## src/rtl/tsense_pkg.sv

```systemverilog
package tsense_pkg;
  localparam int TW    = 13;
  localparam int RW    = 16;
  localparam int AW    = 3;
  localparam int XW    = TW + 2;
  localparam int HYST_UNIT = 12;

  localparam logic [AW-1:0] AD_CAP   = 3'd0;
  localparam logic [AW-1:0] AD_CFG   = 3'd1;
  localparam logic [AW-1:0] AD_UPPER = 3'd2;
  localparam logic [AW-1:0] AD_LOWER = 3'd3;
  localparam logic [AW-1:0] AD_CRIT  = 3'd4;
  localparam logic [AW-1:0] AD_TEMP  = 3'd5;
  localparam logic [AW-1:0] AD_MFG   = 3'd6;
  localparam logic [AW-1:0] AD_DEV   = 3'd7;

  localparam int CB_CRIT_ONLY = 2;
  localparam int CB_LOCK_CRIT = 6;
  localparam int CB_LOCK_WIN  = 7;
  localparam int CB_SHDN      = 8;
  localparam int CB_HYST      = 9;
  localparam int CAPB_EXT     = 2;

  typedef struct packed {
    logic [1:0] hyst;
    logic       shdn;
    logic       lock_win;
    logic       lock_crit;
    logic       crit_only;
  } cfg_t;

  function automatic logic signed [XW-1:0] widen(input logic [TW-1:0] v);
    return {{(XW-TW){v[TW-1]}}, v};
  endfunction

  function automatic logic [TW-1:0] clamp_limit(input logic [TW-1:0] raw,
                                                input int lo, input int hi);
    logic signed [XW-1:0] v;
    v = widen(raw);
    if (v < XW'(lo)) v = XW'(lo);
    else if (v > XW'(hi)) v = XW'(hi);
    return v[TW-1:0];
  endfunction

  function automatic logic signed [XW-1:0] hyst_lsb(input logic [1:0] code);
    if (code == 2'd0) return '0;
    return XW'(HYST_UNIT) << code;
  endfunction

  function automatic logic high_next(input logic cur, input logic [TW-1:0] s,
                                     input logic [TW-1:0] lim,
                                     input logic signed [XW-1:0] h);
    logic signed [XW-1:0] se, le;
    se = widen(s);
    le = widen(lim);
    if (se > le) return 1'b1;
    if (se < le - h) return 1'b0;
    return cur;
  endfunction

  function automatic logic low_next(input logic cur, input logic [TW-1:0] s,
                                    input logic [TW-1:0] lim);
    logic signed [XW-1:0] se, le;
    se = widen(s);
    le = widen(lim);
    if (se < le) return 1'b1;
    if (se > le) return 1'b0;
    return cur;
  endfunction
endpackage

```

## src/rtl/tsense_cfg.sv

```systemverilog
module tsense_cfg
  import tsense_pkg::*;
#(
  parameter bit EXT_RANGE = 1'b0,
  parameter int LIM_MAX   = 2000,
  parameter int EXT_MIN   = -640
) (
  input  logic          clk,
  input  logic          rst_n,
  input  logic          wr,
  input  logic [AW-1:0] addr,
  input  logic [RW-1:0] wdata,
  output cfg_t          cfg,
  output logic [TW-1:0] upper,
  output logic [TW-1:0] lower,
  output logic [TW-1:0] crit
);
  localparam int LIM_MIN = EXT_RANGE ? EXT_MIN : 0;

  logic wr_cfg, wr_upper_ok, wr_lower_ok, wr_crit_ok, hyst_open;
  logic [TW-1:0] lim_in;
  logic wdata_unused;

  assign wr_cfg      = wr && (addr == AD_CFG);
  assign hyst_open   = !cfg.lock_crit && !cfg.lock_win;
  assign wr_upper_ok = wr && (addr == AD_UPPER) && !cfg.lock_win;
  assign wr_lower_ok = wr && (addr == AD_LOWER) && !cfg.lock_win;
  assign wr_crit_ok  = wr && (addr == AD_CRIT)  && !cfg.lock_crit;
  assign lim_in      = clamp_limit(wdata[TW-1:0], LIM_MIN, LIM_MAX);
  assign wdata_unused = ^{wdata[RW-1:11], wdata[5:3], wdata[1:0]};

  always_ff @(posedge clk or negedge rst_n) begin
    if (!rst_n) begin
      cfg <= '0;
    end else if (wr_cfg) begin
      cfg.crit_only <= wdata[CB_CRIT_ONLY];
      cfg.shdn      <= wdata[CB_SHDN];
      cfg.lock_crit <= cfg.lock_crit | wdata[CB_LOCK_CRIT];
      cfg.lock_win  <= cfg.lock_win  | wdata[CB_LOCK_WIN];
      if (hyst_open) cfg.hyst <= wdata[CB_HYST+1:CB_HYST];
    end
  end

  always_ff @(posedge clk or negedge rst_n) begin
    if (!rst_n) begin
      upper <= '0;
      lower <= '0;
      crit  <= '0;
    end else begin
      if (wr_upper_ok) upper <= lim_in;
      if (wr_lower_ok) lower <= lim_in;
      if (wr_crit_ok)  crit  <= lim_in;
    end
  end


  crit_lock_hold_chk: assert property (@(posedge clk) disable iff (!rst_n)
    cfg.lock_crit |=> (cfg.lock_crit && $stable(crit)));

  win_lock_hold_chk: assert property (@(posedge clk) disable iff (!rst_n)
    cfg.lock_win |=> (cfg.lock_win && $stable(upper) && $stable(lower)));

  hyst_frozen_chk: assert property (@(posedge clk) disable iff (!rst_n)
    (cfg.lock_crit || cfg.lock_win) |=> $stable(cfg.hyst));

  limit_range_chk: assert property (@(posedge clk) disable iff (!rst_n)
    wr_upper_ok |=> (($signed(upper) <= $signed(TW'(LIM_MAX))) &&
                     ($signed(upper) >= $signed(TW'(LIM_MIN)))));
endmodule

```

## src/rtl/tsense_alarm.sv

```systemverilog
module tsense_alarm
  import tsense_pkg::*;
(
  input  logic          clk,
  input  logic          rst_n,
  input  logic          samp_valid,
  input  logic [TW-1:0] samp_temp,
  input  cfg_t          cfg,
  input  logic [TW-1:0] upper,
  input  logic [TW-1:0] lower,
  input  logic [TW-1:0] crit,
  output logic [TW-1:0] temp_q,
  output logic          flag_crit,
  output logic          flag_up,
  output logic          flag_lo,
  output logic          event_o
);
  localparam int NHI = 2;

  logic accept;
  logic signed [XW-1:0] hyst_w;
  logic [TW-1:0] hi_lim [NHI];
  logic [NHI-1:0] hi_cur, hi_nxt;
  logic lo_nxt, evt_nxt;

  assign accept    = samp_valid && !cfg.shdn;
  assign hyst_w    = hyst_lsb(cfg.hyst);
  assign hi_lim[0] = crit;
  assign hi_lim[1] = upper;
  assign hi_cur    = {flag_up, flag_crit};

  for (genvar g = 0; g < NHI; g++) begin : g_high
    assign hi_nxt[g] = high_next(hi_cur[g], samp_temp, hi_lim[g], hyst_w);
  end

  assign lo_nxt  = low_next(flag_lo, samp_temp, lower);
  assign evt_nxt = hi_nxt[0] | (!cfg.crit_only & (hi_nxt[1] | lo_nxt));

  always_ff @(posedge clk or negedge rst_n) begin
    if (!rst_n) begin
      temp_q    <= '0;
      flag_crit <= 1'b0;
      flag_up   <= 1'b0;
      flag_lo   <= 1'b0;
      event_o   <= 1'b0;
    end else if (accept) begin
      temp_q    <= samp_temp;
      flag_crit <= hi_nxt[0];
      flag_up   <= hi_nxt[1];
      flag_lo   <= lo_nxt;
      event_o   <= evt_nxt;
    end
  end


  shutdown_hold_chk: assert property (@(posedge clk) disable iff (!rst_n)
    cfg.shdn |=> ($stable(temp_q) && $stable(flag_crit) && $stable(event_o)));

  event_only_on_sample_chk: assert property (@(posedge clk) disable iff (!rst_n)
    !accept |=> $stable(event_o));

  crit_set_chk: assert property (@(posedge clk) disable iff (!rst_n)
    (accept && ($signed(samp_temp) > $signed(crit))) |=> (flag_crit && event_o));

  lower_set_chk: assert property (@(posedge clk) disable iff (!rst_n)
    (accept && ($signed(samp_temp) < $signed(lower))) |=> flag_lo);

  temp_capture_chk: assert property (@(posedge clk) disable iff (!rst_n)
    accept |=> (temp_q == $past(samp_temp)));
endmodule

```

## src/rtl/tsense_core.sv

```systemverilog
module tsense_core
  import tsense_pkg::*;
#(
  parameter bit          EXT_RANGE = 1'b0,
  parameter logic [15:0] MANUF_ID  = 16'h0F3C,
  parameter logic [15:0] DEVICE_ID = 16'h0A01,
  parameter int          LIM_MAX   = 2000,
  parameter int          EXT_MIN   = -640
) (
  input  logic        clk,
  input  logic        rst_n,
  input  logic [2:0]  reg_addr,
  input  logic        reg_wr,
  input  logic [15:0] reg_wdata,
  output logic [15:0] reg_rdata,
  input  logic        samp_valid,
  input  logic [12:0] samp_temp,
  output logic        event_o
);
  cfg_t cfg;
  logic [TW-1:0] upper, lower, crit, temp_q;
  logic flag_crit, flag_up, flag_lo;
  logic [RW-1:0] cap_word, cfg_word, temp_word;

  tsense_cfg #(
    .EXT_RANGE(EXT_RANGE), .LIM_MAX(LIM_MAX), .EXT_MIN(EXT_MIN)
  ) u_cfg (
    .clk(clk), .rst_n(rst_n), .wr(reg_wr), .addr(reg_addr), .wdata(reg_wdata),
    .cfg(cfg), .upper(upper), .lower(lower), .crit(crit)
  );

  tsense_alarm u_alarm (
    .clk(clk), .rst_n(rst_n), .samp_valid(samp_valid), .samp_temp(samp_temp),
    .cfg(cfg), .upper(upper), .lower(lower), .crit(crit), .temp_q(temp_q),
    .flag_crit(flag_crit), .flag_up(flag_up), .flag_lo(flag_lo), .event_o(event_o)
  );

  always_comb begin
    cap_word = '0;
    cap_word[CAPB_EXT] = EXT_RANGE;
    cfg_word = '0;
    cfg_word[CB_CRIT_ONLY]        = cfg.crit_only;
    cfg_word[CB_LOCK_CRIT]        = cfg.lock_crit;
    cfg_word[CB_LOCK_WIN]         = cfg.lock_win;
    cfg_word[CB_SHDN]             = cfg.shdn;
    cfg_word[CB_HYST+1:CB_HYST]   = cfg.hyst;
    temp_word = {flag_crit, flag_up & !cfg.crit_only, flag_lo & !cfg.crit_only, temp_q};
  end

  always_comb begin
    case (reg_addr)
      AD_CAP:   reg_rdata = cap_word;
      AD_CFG:   reg_rdata = cfg_word;
      AD_UPPER: reg_rdata = {{(RW-TW){1'b0}}, upper};
      AD_LOWER: reg_rdata = {{(RW-TW){1'b0}}, lower};
      AD_CRIT:  reg_rdata = {{(RW-TW){1'b0}}, crit};
      AD_TEMP:  reg_rdata = temp_word;
      AD_MFG:   reg_rdata = MANUF_ID;
      AD_DEV:   reg_rdata = DEVICE_ID;
      default:  reg_rdata = '0;
    endcase
  end


  crit_only_mask_chk: assert property (@(posedge clk) disable iff (!rst_n)
    (cfg.crit_only && reg_addr == AD_TEMP) |-> (reg_rdata[14:13] == 2'b00));

  cfg_reserved_zero_chk: assert property (@(posedge clk) disable iff (!rst_n)
    (reg_addr == AD_CFG) |-> ((reg_rdata & 16'hF83B) == 16'h0000));
endmodule

```

## config.mk

```make
export PLATFORM = sky130hd
export DESIGN_NAME = tsense_core
export DESIGN_NICKNAME = d
export VERILOG_FILES = /design/src/rtl/tsense_pkg.sv /design/src/rtl/tsense_cfg.sv /design/src/rtl/tsense_alarm.sv /design/src/rtl/tsense_core.sv
export SDC_FILE = /design/constraint.sdc
export NUM_CORES = 1
export LEC_CHECK = 0
export BUFFER_PORTS_ARGS = -buffer_cell sky130_fd_sc_hd__buf_2
export CAP_MARGIN = 20
export CORE_UTILIZATION = 40
export DETAILED_ROUTE_END_ITERATION = 10
export SYNTH_ARGS = -nofsm -noshare
export SYNTH_HDL_FRONTEND = slang
export SYNTH_HIERARCHICAL = 1
export SYNTH_SLANG_ARGS = --single-unit
```

## constraint.sdc

```tcl
create_clock -name clk -period 4 [get_ports clk]
set_input_delay 0 -clock clk [delete_from_list [all_inputs] [get_ports clk]]
set_output_delay 0 -clock clk [all_outputs]
set_load 0.01 [all_outputs]
```

==> impl_metrics.py <==
metrics = {
    "outcome": {
        "outcome": "finished, final reports clean",
    },
    "yosys": {
        "yosysSeqAreaShare": 0.2844,
        "yosysMostFrequentCell": "ha_1",
        "postSynthAreaPerCell_um2": 9.188,
        "synth_warnings": 6,
        "ys_ff_latch": 59,
        "netlist_area_um2": 5191,
        "synthArstFlopShare": 1.000,
        "syn_inst": 565,
        "synth_top_area_cell": "dfrtp_1",
        "netlist_top_cells_area": "dfrtp_1 28%, ha_1 18%, mux2_2 4.8%, nand2_1 4.1%, inv_1 3.7%",
        "synth_cell_types": 70,
        "ys_top_cells_by_count": "73 x ha_1, 59 x dfrtp_1, 57 x nand2_1",
        "ys.flop_type": "dfrtp_1",
        "synth_edf_count": 0,
        "synth_top_area_share": 0.2844,
    },
    "power": {
        "pwr-share-clk": 0.237,
        "p_comb_frac": 0.467,
        "switching_share": 0.3832,
        "p_int_mw": 1.939,
        "p_total_mw": 3.143,
        "cellLeakagePower_nw": 2.828,
        "powerDensity_nw_per_um2": 522.0,
        "p_seq_frac": 0.296,
        "p_sw_mw": 1.204,
        "vdd_ir_drop_max_mv": 0.2634,
    },
    "grt": {
        "grt_pass1_wl_um": 23430,
        "grt_antenna_before_repair": 0,
        "grt_use_total": 0.2337,
        "grt_max_degree": 43,
        "grt_pass1_vias": 4358,
        "grt_overflow_total": 0,
    },
    "final_layout": {
        "drive_gt1_frac": 0.2146,
        "nets": 735,
        "num_antenna_cells": 0,
        "multiInputGateArea_um2": 3405,
        "layout-area-overhead-vs-synth_pct": 15.98,
        "design_area_um2": 6021,
        "regArea_um2": 1476,
        "fillers": 1242,
        "utilization": 0.4771,
    },
    "worst_hold_path": {
        "whs_path_depth": 3,
        "hold_class": "in2reg",
    },
    "sta": {
        "finalClockSkew_ps": 5.346,
        "fin_crit_ps": 3760,
        "max_freq_mhz": 266.0,
        "setup_violations": 0,
        "fin_setup_tns_ps": 0,
        "post-route-period-util": 0.9399,
        "setup_ws_ps": 240.4,
        "hold_viol_final": 0,
        "relSlewSlack": 0.3971,
        "rsz0062_at_grt": "false",
        "worstMarginPinSlew_ps": 904.4,
        "slew_violations": 0,
    },
    "setup_path": {
        "path_class": "reg2reg",
        "worstPathMaxFanout": 4,
        "worst_r2r_path_depth": 16,
        "worstPathArrival_ps": 3960,
        "critPathLaunchType": "flop",
        "cp-end-kind": "flop",
        "cp.required_ps": 4200,
    },
    "floorplan": {
        "dieHeight_um": 115.9,
        "num_io_pins": 53,
        "start_util": 0.4114,
        "die_w_um": 115.9,
        "core-area_um2": 12620,
        "dieArea_um2": 13440,
        "rows": 41,
    },
    "job": {
        "maxCapViolations": 0,
    },
    "placed_design": {
        "hpwl_um": 11550,
        "gp_congestion": 0.8732,
        "dpl_cell_area_um2": 5513,
        "dp_slack_ps": 24.83,
        "port-buffer-count": 49,
    },
    "drt": {
        "routed-via-count": 4434,
        "wl_met3_um": 740,
        "wl_met2_um": 6953,
        "wirelength_um": 14700,
        "dr.pass1.iters": 5,
        "routed_via_density": 5.536,
        "dr.max_layer_used": "met4",
        "drt_iter0_drc": 372,
        "drc": 0,
        "ant_nets": 0,
        "met1_length_um": 6693,
        "detail_route.wl_per_cell_um": 18.35,
    },
    "clocking": {
        "cts_sinks": 59,
        "clock_path_buffers": 2,
        "worstSkewPairLatency_ps": 320,
        "htreeDepth": 3,
        "clk_pin_slew_ps": 50,
        "numCtsBuffers": 9,
        "cts_root_buf": "clkbuf_16",
        "cts_tree": "done",
    },
}
cell families (layout without fill, tap and decap cells):
family,count (synthesis),in the layout,synth area share
and+or+nand+nor,184,184,0.1904
AOI/OAI and AO/OA,130,130,0.1851
buffers and inverters,75,137,0.07086
adders and majority gates,73,73,0.1759
DFF,59,59,0.2844
muxes,37,37,0.08243
xor gates and xnor gates,6,6,0.01012
other,1,3,0.0007224
final timing paths:
check / endpoint / slack [ps] / start
min reg2reg: u_alarm/temp_q[6] / 480 / u_alarm/temp_q[6]
min in group asynchronous: u_alarm/temp_q[8] / 220 / rst_n
max in group asynchronous: u_alarm/temp_q[0] / 2880 / rst_n
max: u_alarm/event_o / 240 / u_cfg/cfg[5]
min: u_alarm/temp_q[11] / 7 / samp_temp[11]
max reg2reg: u_alarm/event_o / 240 / u_cfg/cfg[5]
sequential cells by signal, summed over array words and instances, names as in the netlist:
| signal | flops |
|---|---|
| u_alarm/event_o | 1 |
| u_alarm/flag_crit | 1 |
| u_alarm/flag_lo | 1 |
| u_alarm/flag_up | 1 |
| u_alarm/temp_q | 13 |
| u_cfg/cfg | 6 |
| u_cfg/crit | 12 |
| u_cfg/lower | 12 |
| u_cfg/upper | 12 |
per-layer routing:
metal,up-vias,track usage
met5,-,0
met3,18,0.02667
li1,2152,-
met2,111,0.3706
met4,0,0.1000
met1,2153,0.3218
worst max-delay path, stage by stage, from the launching register on:
cell       delay [ps]
dfrtp_1           400
inv_2              70
ha_1              340
ha_4              240
o21a_1            120
o21a_1            200
o21a_2            240
nor4_4            150
and3_4            250
xnor2_1            70
ha_1              290
a21o_1            220
a2111oi_4         340
a21oi_1            80
a22o_1            250
a311oi_2          280
a31oi_1           110
cell type report:
cell class              instances  share of cell area
flip-flops and latches         59              0.2452
repair buffers                 70             0.07357
inverters                      53             0.03304
multi-input cells             433              0.5655
clock inverters                 3            0.006650
clock buffers                  11             0.04032
well taps                     172             0.03574
what timing repair did:
action,4_1_cts,5_1_grt
hold endpoints to repair,42,0
hold buffers,16,0
setup endpoints to repair,0,2
resized for setup,0,11
setup buffers,0,1
power by group through the flow:
stage               logic [mW]  registers [mW]  clock network, mW
floorplan                 1.09           0.845                  0
global placement          1.35           0.926                  0
detailed placement        1.41           0.931                  0
CTS                       1.43           0.923              0.759
global route              1.67           0.947              0.786
finish                    1.47           0.929              0.746
layout by cell type (no fill, tap or decap), types with 6 or more instances in the layout:
cell	n
mux2_2	22
mux2_4	6
clkbuf_16	9
ha_1	71
nor3_1	15
nand4_1	11
or2_2	6
nor2b_1	6
a21o_1	8
nand2_1	57
o21a_1	8
xnor2_1	6
dlygate4sd3_1	16
mux2i_1	9
nand3_1	7
dfrtp_1	59
and2_1	7
a21oi_1	34
buf_2	49
inv_1	49
nor2_1	42
o21ai_0	18
through the flow:
stage | hold slack, ps | std cells
final | 6.937 | 801
after global routing | 16.35 | 801
after CTS | 2.614 | 799
after detailed placement | 43.94 | 769
after global placement | 33.90 | 769
after floorplan | -295.6 | 567
Power figures use the tool's default switching activity.
